## src/rtl/link_sync_pkg.sv

```systemverilog
package link_sync_pkg;

  typedef enum logic [1:0] {
    LOSS_OF_SYNC  = 2'd0,
    ACQUIRING     = 2'd1,
    SYNC_ACQUIRED = 2'd2
  } syncState_e;

  typedef struct packed {
    logic syncInc;
    logic syncClr;
    logic errInc;
    logic errDec;
    logic errClr;
    logic goodInc;
    logic goodClr;
  } ctrlStrobe_t;

endpackage

```

## src/rtl/link_sync_counters.sv

```systemverilog
module link_sync_counters
  import link_sync_pkg::*;
#(
  parameter int ACQ_COUNT  = 4,
  parameter int LOSS_COUNT = 17,
  parameter int GOOD_COUNT = 16
) (
  input  logic        clk,
  input  logic        rxDigitalRst,
  input  ctrlStrobe_t strobe,
  output logic        syncHit,
  output logic        errHit,
  output logic        goodHit
);

  localparam int SYNC_W = $clog2(ACQ_COUNT + 1);
  localparam int ERR_W  = $clog2(LOSS_COUNT + 1);
  localparam int GOOD_W = $clog2(GOOD_COUNT + 1);
  localparam logic [SYNC_W-1:0] SYNC_LAST = SYNC_W'(ACQ_COUNT - 1);
  localparam logic [ERR_W-1:0]  ERR_LAST  = ERR_W'(LOSS_COUNT - 1);
  localparam logic [GOOD_W-1:0] GOOD_LAST = GOOD_W'(GOOD_COUNT - 1);

  logic [SYNC_W-1:0] syncCnt;
  logic [ERR_W-1:0]  errCnt;
  logic [GOOD_W-1:0] goodCnt;

  // acquisition counter
  always_ff @(posedge clk) begin
    if (rxDigitalRst || strobe.syncClr) syncCnt <= '0;
    else if (strobe.syncInc)            syncCnt <= syncCnt + 1'b1;
  end

  // error tally, saturating at zero on decrement
  always_ff @(posedge clk) begin
    if (rxDigitalRst || strobe.errClr) errCnt <= '0;
    else if (strobe.errInc)            errCnt <= errCnt + 1'b1;
    else if (strobe.errDec && errCnt != '0) errCnt <= errCnt - 1'b1;
  end

  // consecutive good group run
  always_ff @(posedge clk) begin
    if (rxDigitalRst || strobe.goodClr) goodCnt <= '0;
    else if (strobe.goodInc)            goodCnt <= goodCnt + 1'b1;
  end

  assign syncHit = (syncCnt == SYNC_LAST);
  assign errHit  = (errCnt == ERR_LAST);
  assign goodHit = (goodCnt == GOOD_LAST);

  AST_SYNC_BELOW_LIMIT: assert property (@(posedge clk) disable iff (rxDigitalRst)
    syncCnt < SYNC_W'(ACQ_COUNT));
  AST_ERR_BELOW_LIMIT: assert property (@(posedge clk) disable iff (rxDigitalRst)
    errCnt < ERR_W'(LOSS_COUNT));
  AST_GOOD_BELOW_LIMIT: assert property (@(posedge clk) disable iff (rxDigitalRst)
    goodCnt < GOOD_W'(GOOD_COUNT));
  AST_ERR_FLOOR: assert property (@(posedge clk) disable iff (rxDigitalRst)
    (strobe.errDec && !strobe.errInc && !strobe.errClr && errCnt == '0) |=> errCnt == '0);
  AST_ERR_STEP_DOWN: assert property (@(posedge clk) disable iff (rxDigitalRst)
    (strobe.errDec && !strobe.errInc && !strobe.errClr && errCnt != '0)
      |=> errCnt == $past(errCnt) - 1'b1);

endmodule

```

## src/rtl/link_sync_ctrl.sv

```systemverilog
module link_sync_ctrl
  import link_sync_pkg::*;
(
  input  logic        clk,
  input  logic        rxDigitalRst,
  input  logic        groupValid,
  input  logic        isSyncGroup,
  input  logic        isErrGroup,
  input  logic        syncHit,
  input  logic        errHit,
  input  logic        goodHit,
  output ctrlStrobe_t strobe,
  output logic        inSync
);

  syncState_e state, stateNext;

  always_ff @(posedge clk) begin
    if (rxDigitalRst) state <= LOSS_OF_SYNC;
    else              state <= stateNext;
  end

  always_comb begin
    stateNext = state;
    strobe    = '0;
    if (groupValid) begin
      unique case (state)
        LOSS_OF_SYNC, ACQUIRING: begin
          if (isErrGroup) begin
            strobe.syncClr = 1'b1;
            stateNext      = LOSS_OF_SYNC;
          end else if (isSyncGroup) begin
            if (syncHit) begin
              strobe.syncClr = 1'b1;
              strobe.errClr  = 1'b1;
              strobe.goodClr = 1'b1;
              stateNext      = SYNC_ACQUIRED;
            end else begin
              strobe.syncInc = 1'b1;
              stateNext      = ACQUIRING;
            end
          end
        end
        SYNC_ACQUIRED: begin
          if (isErrGroup) begin
            strobe.goodClr = 1'b1;
            if (errHit) begin
              strobe.syncClr = 1'b1;
              strobe.errClr  = 1'b1;
              stateNext      = LOSS_OF_SYNC;
            end else begin
              strobe.errInc = 1'b1;
            end
          end else if (goodHit) begin
            strobe.goodClr = 1'b1;
            strobe.errDec  = 1'b1;
          end else begin
            strobe.goodInc = 1'b1;
          end
        end
        default: stateNext = LOSS_OF_SYNC;
      endcase
    end
  end

  assign inSync = (state == SYNC_ACQUIRED);

  AST_IDLE_HOLDS: assert property (@(posedge clk) disable iff (rxDigitalRst)
    !groupValid |=> $stable(state));
  AST_ACQ_CAUSE: assert property (@(posedge clk) disable iff (rxDigitalRst)
    ($rose(inSync) && !$past(rxDigitalRst)) |-> $past(groupValid && isSyncGroup && !isErrGroup));
  AST_ERR_CLEARS_ACQ: assert property (@(posedge clk) disable iff (rxDigitalRst)
    (state == ACQUIRING && groupValid && isErrGroup) |=> state == LOSS_OF_SYNC);
  AST_LOSS_CAUSE: assert property (@(posedge clk) disable iff (rxDigitalRst)
    ($fell(inSync) && !$past(rxDigitalRst)) |-> $past(groupValid && isErrGroup));
  AST_BOTH_FLAGS_ERR: assert property (@(posedge clk) disable iff (rxDigitalRst)
    (!inSync && groupValid && isErrGroup && isSyncGroup) |=> !inSync);
  AST_STATE_LEGAL: assert property (@(posedge clk) disable iff (rxDigitalRst)
    state != syncState_e'(2'd3));

endmodule

```

## src/rtl/link_sync_fsm.sv

```systemverilog
module link_sync_fsm
  import link_sync_pkg::*;
#(
  parameter int ACQ_COUNT  = 4,
  parameter int LOSS_COUNT = 17,
  parameter int GOOD_COUNT = 16
) (
  input  logic clk,
  input  logic rxDigitalRst,
  input  logic groupValid,
  input  logic isSyncGroup,
  input  logic isErrGroup,
  output logic syncStatus
);

  ctrlStrobe_t strobe;
  logic syncHit, errHit, goodHit;

  link_sync_ctrl ctrl_i (
    .clk(clk), .rxDigitalRst(rxDigitalRst), .groupValid(groupValid),
    .isSyncGroup(isSyncGroup), .isErrGroup(isErrGroup),
    .syncHit(syncHit), .errHit(errHit), .goodHit(goodHit),
    .strobe(strobe), .inSync(syncStatus)
  );

  link_sync_counters #(
    .ACQ_COUNT(ACQ_COUNT), .LOSS_COUNT(LOSS_COUNT), .GOOD_COUNT(GOOD_COUNT)
  ) cnt_i (
    .clk(clk), .rxDigitalRst(rxDigitalRst), .strobe(strobe),
    .syncHit(syncHit), .errHit(errHit), .goodHit(goodHit)
  );

  AST_RESET_LOW: assert property (@(posedge clk)
    rxDigitalRst |=> !syncStatus);

endmodule

```

## config.mk

```make
export PLATFORM = sky130hd
export DESIGN_NAME = link_sync_fsm
export DESIGN_NICKNAME = d
export VERILOG_FILES = /design/src/rtl/link_sync_pkg.sv /design/src/rtl/link_sync_counters.sv /design/src/rtl/link_sync_ctrl.sv /design/src/rtl/link_sync_fsm.sv
export SDC_FILE = /design/constraint.sdc
export NUM_CORES = 1
export LEC_CHECK = 0
export ABC_AREA = 1
export BUFFER_PORTS_ARGS = -buffer_cell sky130_fd_sc_hd__buf_2
export CORE_MARGIN = 2
export CORE_UTILIZATION = 52
export DETAILED_ROUTE_END_ITERATION = 10
export GPL_TIMING_DRIVEN = 0
export PLACE_DENSITY_LB_ADDON = 0.2
export REMOVE_ABC_BUFFERS = 1
export SLEW_MARGIN = 20
export SYNTH_ARGS = -nofsm -noshare
export SYNTH_HDL_FRONTEND = slang
export SYNTH_SLANG_ARGS = --single-unit
```

## constraint.sdc

```tcl
create_clock -name clk -period 1.75 [get_ports clk]
set_input_delay 0.0875 -clock clk [delete_from_list [all_inputs] [get_ports clk]]
set_output_delay 0.0875 -clock clk [all_outputs]
set_load 0.005 [all_outputs]
```

==> flow_results.org <==
** GRT
- Maximum number of pins on one net before global-route repair :: 11
- The first global-routing pass estimated 3.387 mm of wire.
- Global routing finished with a remaining overflow of 0.
- Initial antenna violation count :: 0
- The via count of the first global-routing pass was 842.
- Global routing used 20.71% of the available tracks across all layers.

** Floorplan
- The initial utilization of the core area, before any placement, comes to 56.10%.
- Die width :: 47.63 um
- The total area inside the core boundary comes to 1764 um2.
- Floorplan die area :: 2268 um2
- Floorplan die height :: 47.63 um
- In this run the count of I/O pins placed on the die edge is 6.
- The floorplan has 15 rows.

** Finish
- Filler cell count :: 149
- Area used by multi-input combinational logic :: 703.2 um2
- Antenna diode count :: 0
- After the last flow step, the layout net total stands at 169.
- The finished cells cover 1274 um2.
- Registers take 316.6 um2.
- In the final layout, the share of cells above drive strength 1 is 36.13%.
- The finished layout holds 180 standard cells, fillers aside.
- Relative area change from synthesis to final layout :: 28.70%

** Timing
- PnR worst setup slack :: -29.11 ps
- RSZ-0062 raised after global routing :: yes
- Number of setup violations in the final report :: 1
- In this run the tightest slew margin relative to its limit is 82.23%.
- Worst Skew :: 8.615 ps
- Min Hold Slack :: 114.1 ps
- For the pin with the worst max-slew slack, the measured transition is 264.5 ps.
- Fraction of the cycle the final worst path needs :: 101.7%
- The final hold violation count came to 0.
- Based on the critical path, the design can be clocked at up to 562.1 MHz.
- The worst path in the final design needs a cycle of 1779 ps, including I/O delays and setup.
- The number of pins with negative max-slew slack in the final report came to 0.
- Final TNS setup :: -29.11 ps

** Min path
- The min-delay analysis places its worst path in the category in2reg.
- For hold timing, the worst endpoint is cnt_i.syncCnt[1].
- Counting instances, the worst hold path has a depth of 3.
- In this run the most critical hold path is launched from isSyncGroup.

** Setup path
- The most critical setup path has its startpoint at ctrl_i.state[0].
- The startpoint identified for the worst register-to-register timing path is ctrl_i.state[0].
- Critical Path RT :: 1980 ps
- Critical setup path kind :: reg2reg
- Data on the critical path arrives at its endpoint at 2010 ps.
- Type of element capturing the critical path :: register
- Endpoint of the most critical register-to-register path :: cnt_i.errCnt[4]
- Largest driver fanout on the critical path :: 5
- Kind of start point of the critical path :: register
- The worst register-to-register path has a setup slack of -30 ps.
- Cell type of the slowest stage on the worst timing path :: dfxtp_4
- CP Cell Sequence :: inv_4 -> nand3_4 -> nor2_4 -> nand2_4 -> buf_4 -> ha_4 -> nand2_1 -> nor2_2 -> nor2_2 -> nand3_1 -> nand3_1 -> nand2_1 -> inv_1 -> nor2_1
- R2R cell count :: 14
- Slowest stage delay, CP :: 360 ps

** Drt
- DR iter-0 viols :: 15
- Average wire per standard cell :: 11.42 um
- For this run, design rule violations remaining after detail routing come to 0.
- Number of search-and-repair iterations in the first detailed-routing pass :: 5
- Detail-routed via count per cell :: 5.039
- Vias after detailed routing :: 907
- After detailed routing, the total wire length is 2.055 mm.
- In this run the remaining antenna-violating nets after routing total 0.

** Clock network
- The clock net in this run drives a total of 15 sinks.
- Clock edge transition at the registers on the reported setup and hold paths :: 90 ps
- Clk Latency, worst-skew pair :: 280 ps
- Buffers from clock root to sink, at most :: 2
- Root Driver :: clkbuf_4
- CTS Buf Count :: 3
- CTS built an H-tree with a depth of 1.
- Clock tree from TritonCTS :: yes

** Logic synthesis
- Of all cell types, the one taking the most synthesized area is dfxtp_1.
- Ys flop type :: dfxtp_1
- Among all cell types in the netlist, the one instantiated most often is nand2_1.
- Number of instances in the synthesized netlist :: 135
- After synthesis the netlist holds a flip-flop and latch count of 15.
- Syn Area/Cell :: 7.331 um2
- Leading post-synthesis cells by instance count :: 28 x nand2_1, 15 x dfxtp_1, 15 x nor2_1
- Netlist area before placement :: 989.7 um2
- Share of the synthesized area in the top cell type :: 30.34%
- EDFF count, synth :: 0
- Yosys attributes the largest share of cell area to dfxtp_1 30%, nand2_1 11%, ha_1 8.8%, nor2_1 5.7%, inv_1 5.3%.
- Fraction of synthesis flops using an asynchronous set or reset pin :: 0%
- Of the synthesized area, sequential elements account for 30.34%.
- For this run, the number of Yosys warnings is 0.
- Count of different cell masters after synthesis :: 26

** Power and ir drop
- For this design the static power due to leakage is 0.5033 nW.
- Total power :: 0.7029 mW
- Dividing total power by cell area gives a power density of 551.8 nW/um2.
- IR Drop Worst-Case VDD :: 0.4299 mV

** Placed design
- During placement, the flow inserted port buffers numbering 5.
- Hpwl dp :: 1.375 mm
- Routability-driven placement finished with a final weighted congestion of 0.9045.
- Including well taps, the total number of placed cells is 164.
- Placement-stage cell area :: 1032 um2

** Flow run
- Max-cap violations in this run came to 0.

** Run status
- Failing checks :: negative setup slack
- Result of the run :: finished, violations left
## critical path, delay by kind of cell (launching register included)
| family | cells | cell delay (ps) |
|---|---|---|
| and+or+nand+nor | 10 | 840 |
| DFF | 1 | 360 |
| adders and majority gates | 1 | 280 |
| buffers and inverters | 3 | 230 |
## where the power goes
group	internal, mW	total [mW]	switching (mW)
clock network	0.0884	0.200	0.112
logic	0.0602	0.140	0.0803
registers	0.349	0.362	0.0136
## area by class of cell
class | instances | area share, %
multi-input cells | 102 | 55.21
flip-flops and latches | 15 | 24.85
repair buffers | 17 | 10.22
inverters | 17 | 5.206
well taps | 25 | 2.456
clock buffers | 4 | 2.063
## worst max-delay path by stage
stage	endpoint	slack, ps	cells after the start
2_1_floorplan	cnt_i.errCnt[4]	4	13
3_3_place_gp	cnt_i.errCnt[4]	-180	13
3_5_place_dp	cnt_i.errCnt[4]	-220	13
4_1_cts	cnt_i.errCnt[4]	-3	13
5_1_grt	cnt_i.errCnt[4]	-160	14
6_report	cnt_i.errCnt[4]	-30	14
## flip-flops by register name, indices dropped and copies added (netlist names)
| signal | flops |
|---|---|
| cnt_i.goodCnt | 5 |
| cnt_i.errCnt | 5 |
| ctrl_i.state | 2 |
| cnt_i.syncCnt | 3 |
## cells in the final DEF, fill, tap and decap left out, types with 5 or more instances in the layout
cell	n
nand2_1	27
inv_1	12
nor2_1	11
buf_4	10
a21oi_1	9
dfxtp_1	8
nand3_1	7
buf_2	5
## routing by layer
| metal | wire length, um | GRT usage, % | up-vias |
|---|---|---|---|
| met2 | 1080 | 38.65 | 18 |
| met4 | 33 | 8.108 | 0 |
| met3 | 48 | 2.264 | 4 |
| met5 | 0 | 0 | - |
| met1 | 892 | 23.96 | 409 |
| li1 | - | - | 476 |
## logic make-up after synthesis
family / Yosys count / synth area share (%)
XOR/XNOR: 5 / 4.425
flip-flops: 15 / 30.34
AO/OA/AOI/OAI: 15 / 7.838
adder cells (fa/ha/maj): 8 / 10.87
buffers and inverters: 18 / 7.838
AND/OR/NAND/NOR: 74 / 38.68
## repair_timing
| item | in CTS | in global routing |
|---|---|---|
| cloned | 0 | 0 |
| gates resized for setup | 16 | 15 |
| endpoints found under the hold margin | 1 | 0 |
| pin swaps | 9 | 11 |
| endpoints found under the setup margin | 3 | 7 |
| hold buffers | 1 | 0 |
| buffers inserted | 7 | 4 |
## through the flow
step,worst slack [ps],util [%]
2_1_floorplan,4.263,-
3_3_place_gp,-182.0,58.51
3_5_place_dp,-222.6,58.51
4_1_cts,-2.504,66.52
5_1_grt,-157.6,72.20
6_report,-29.11,72.20
Power figures use the tool's default switching activity.
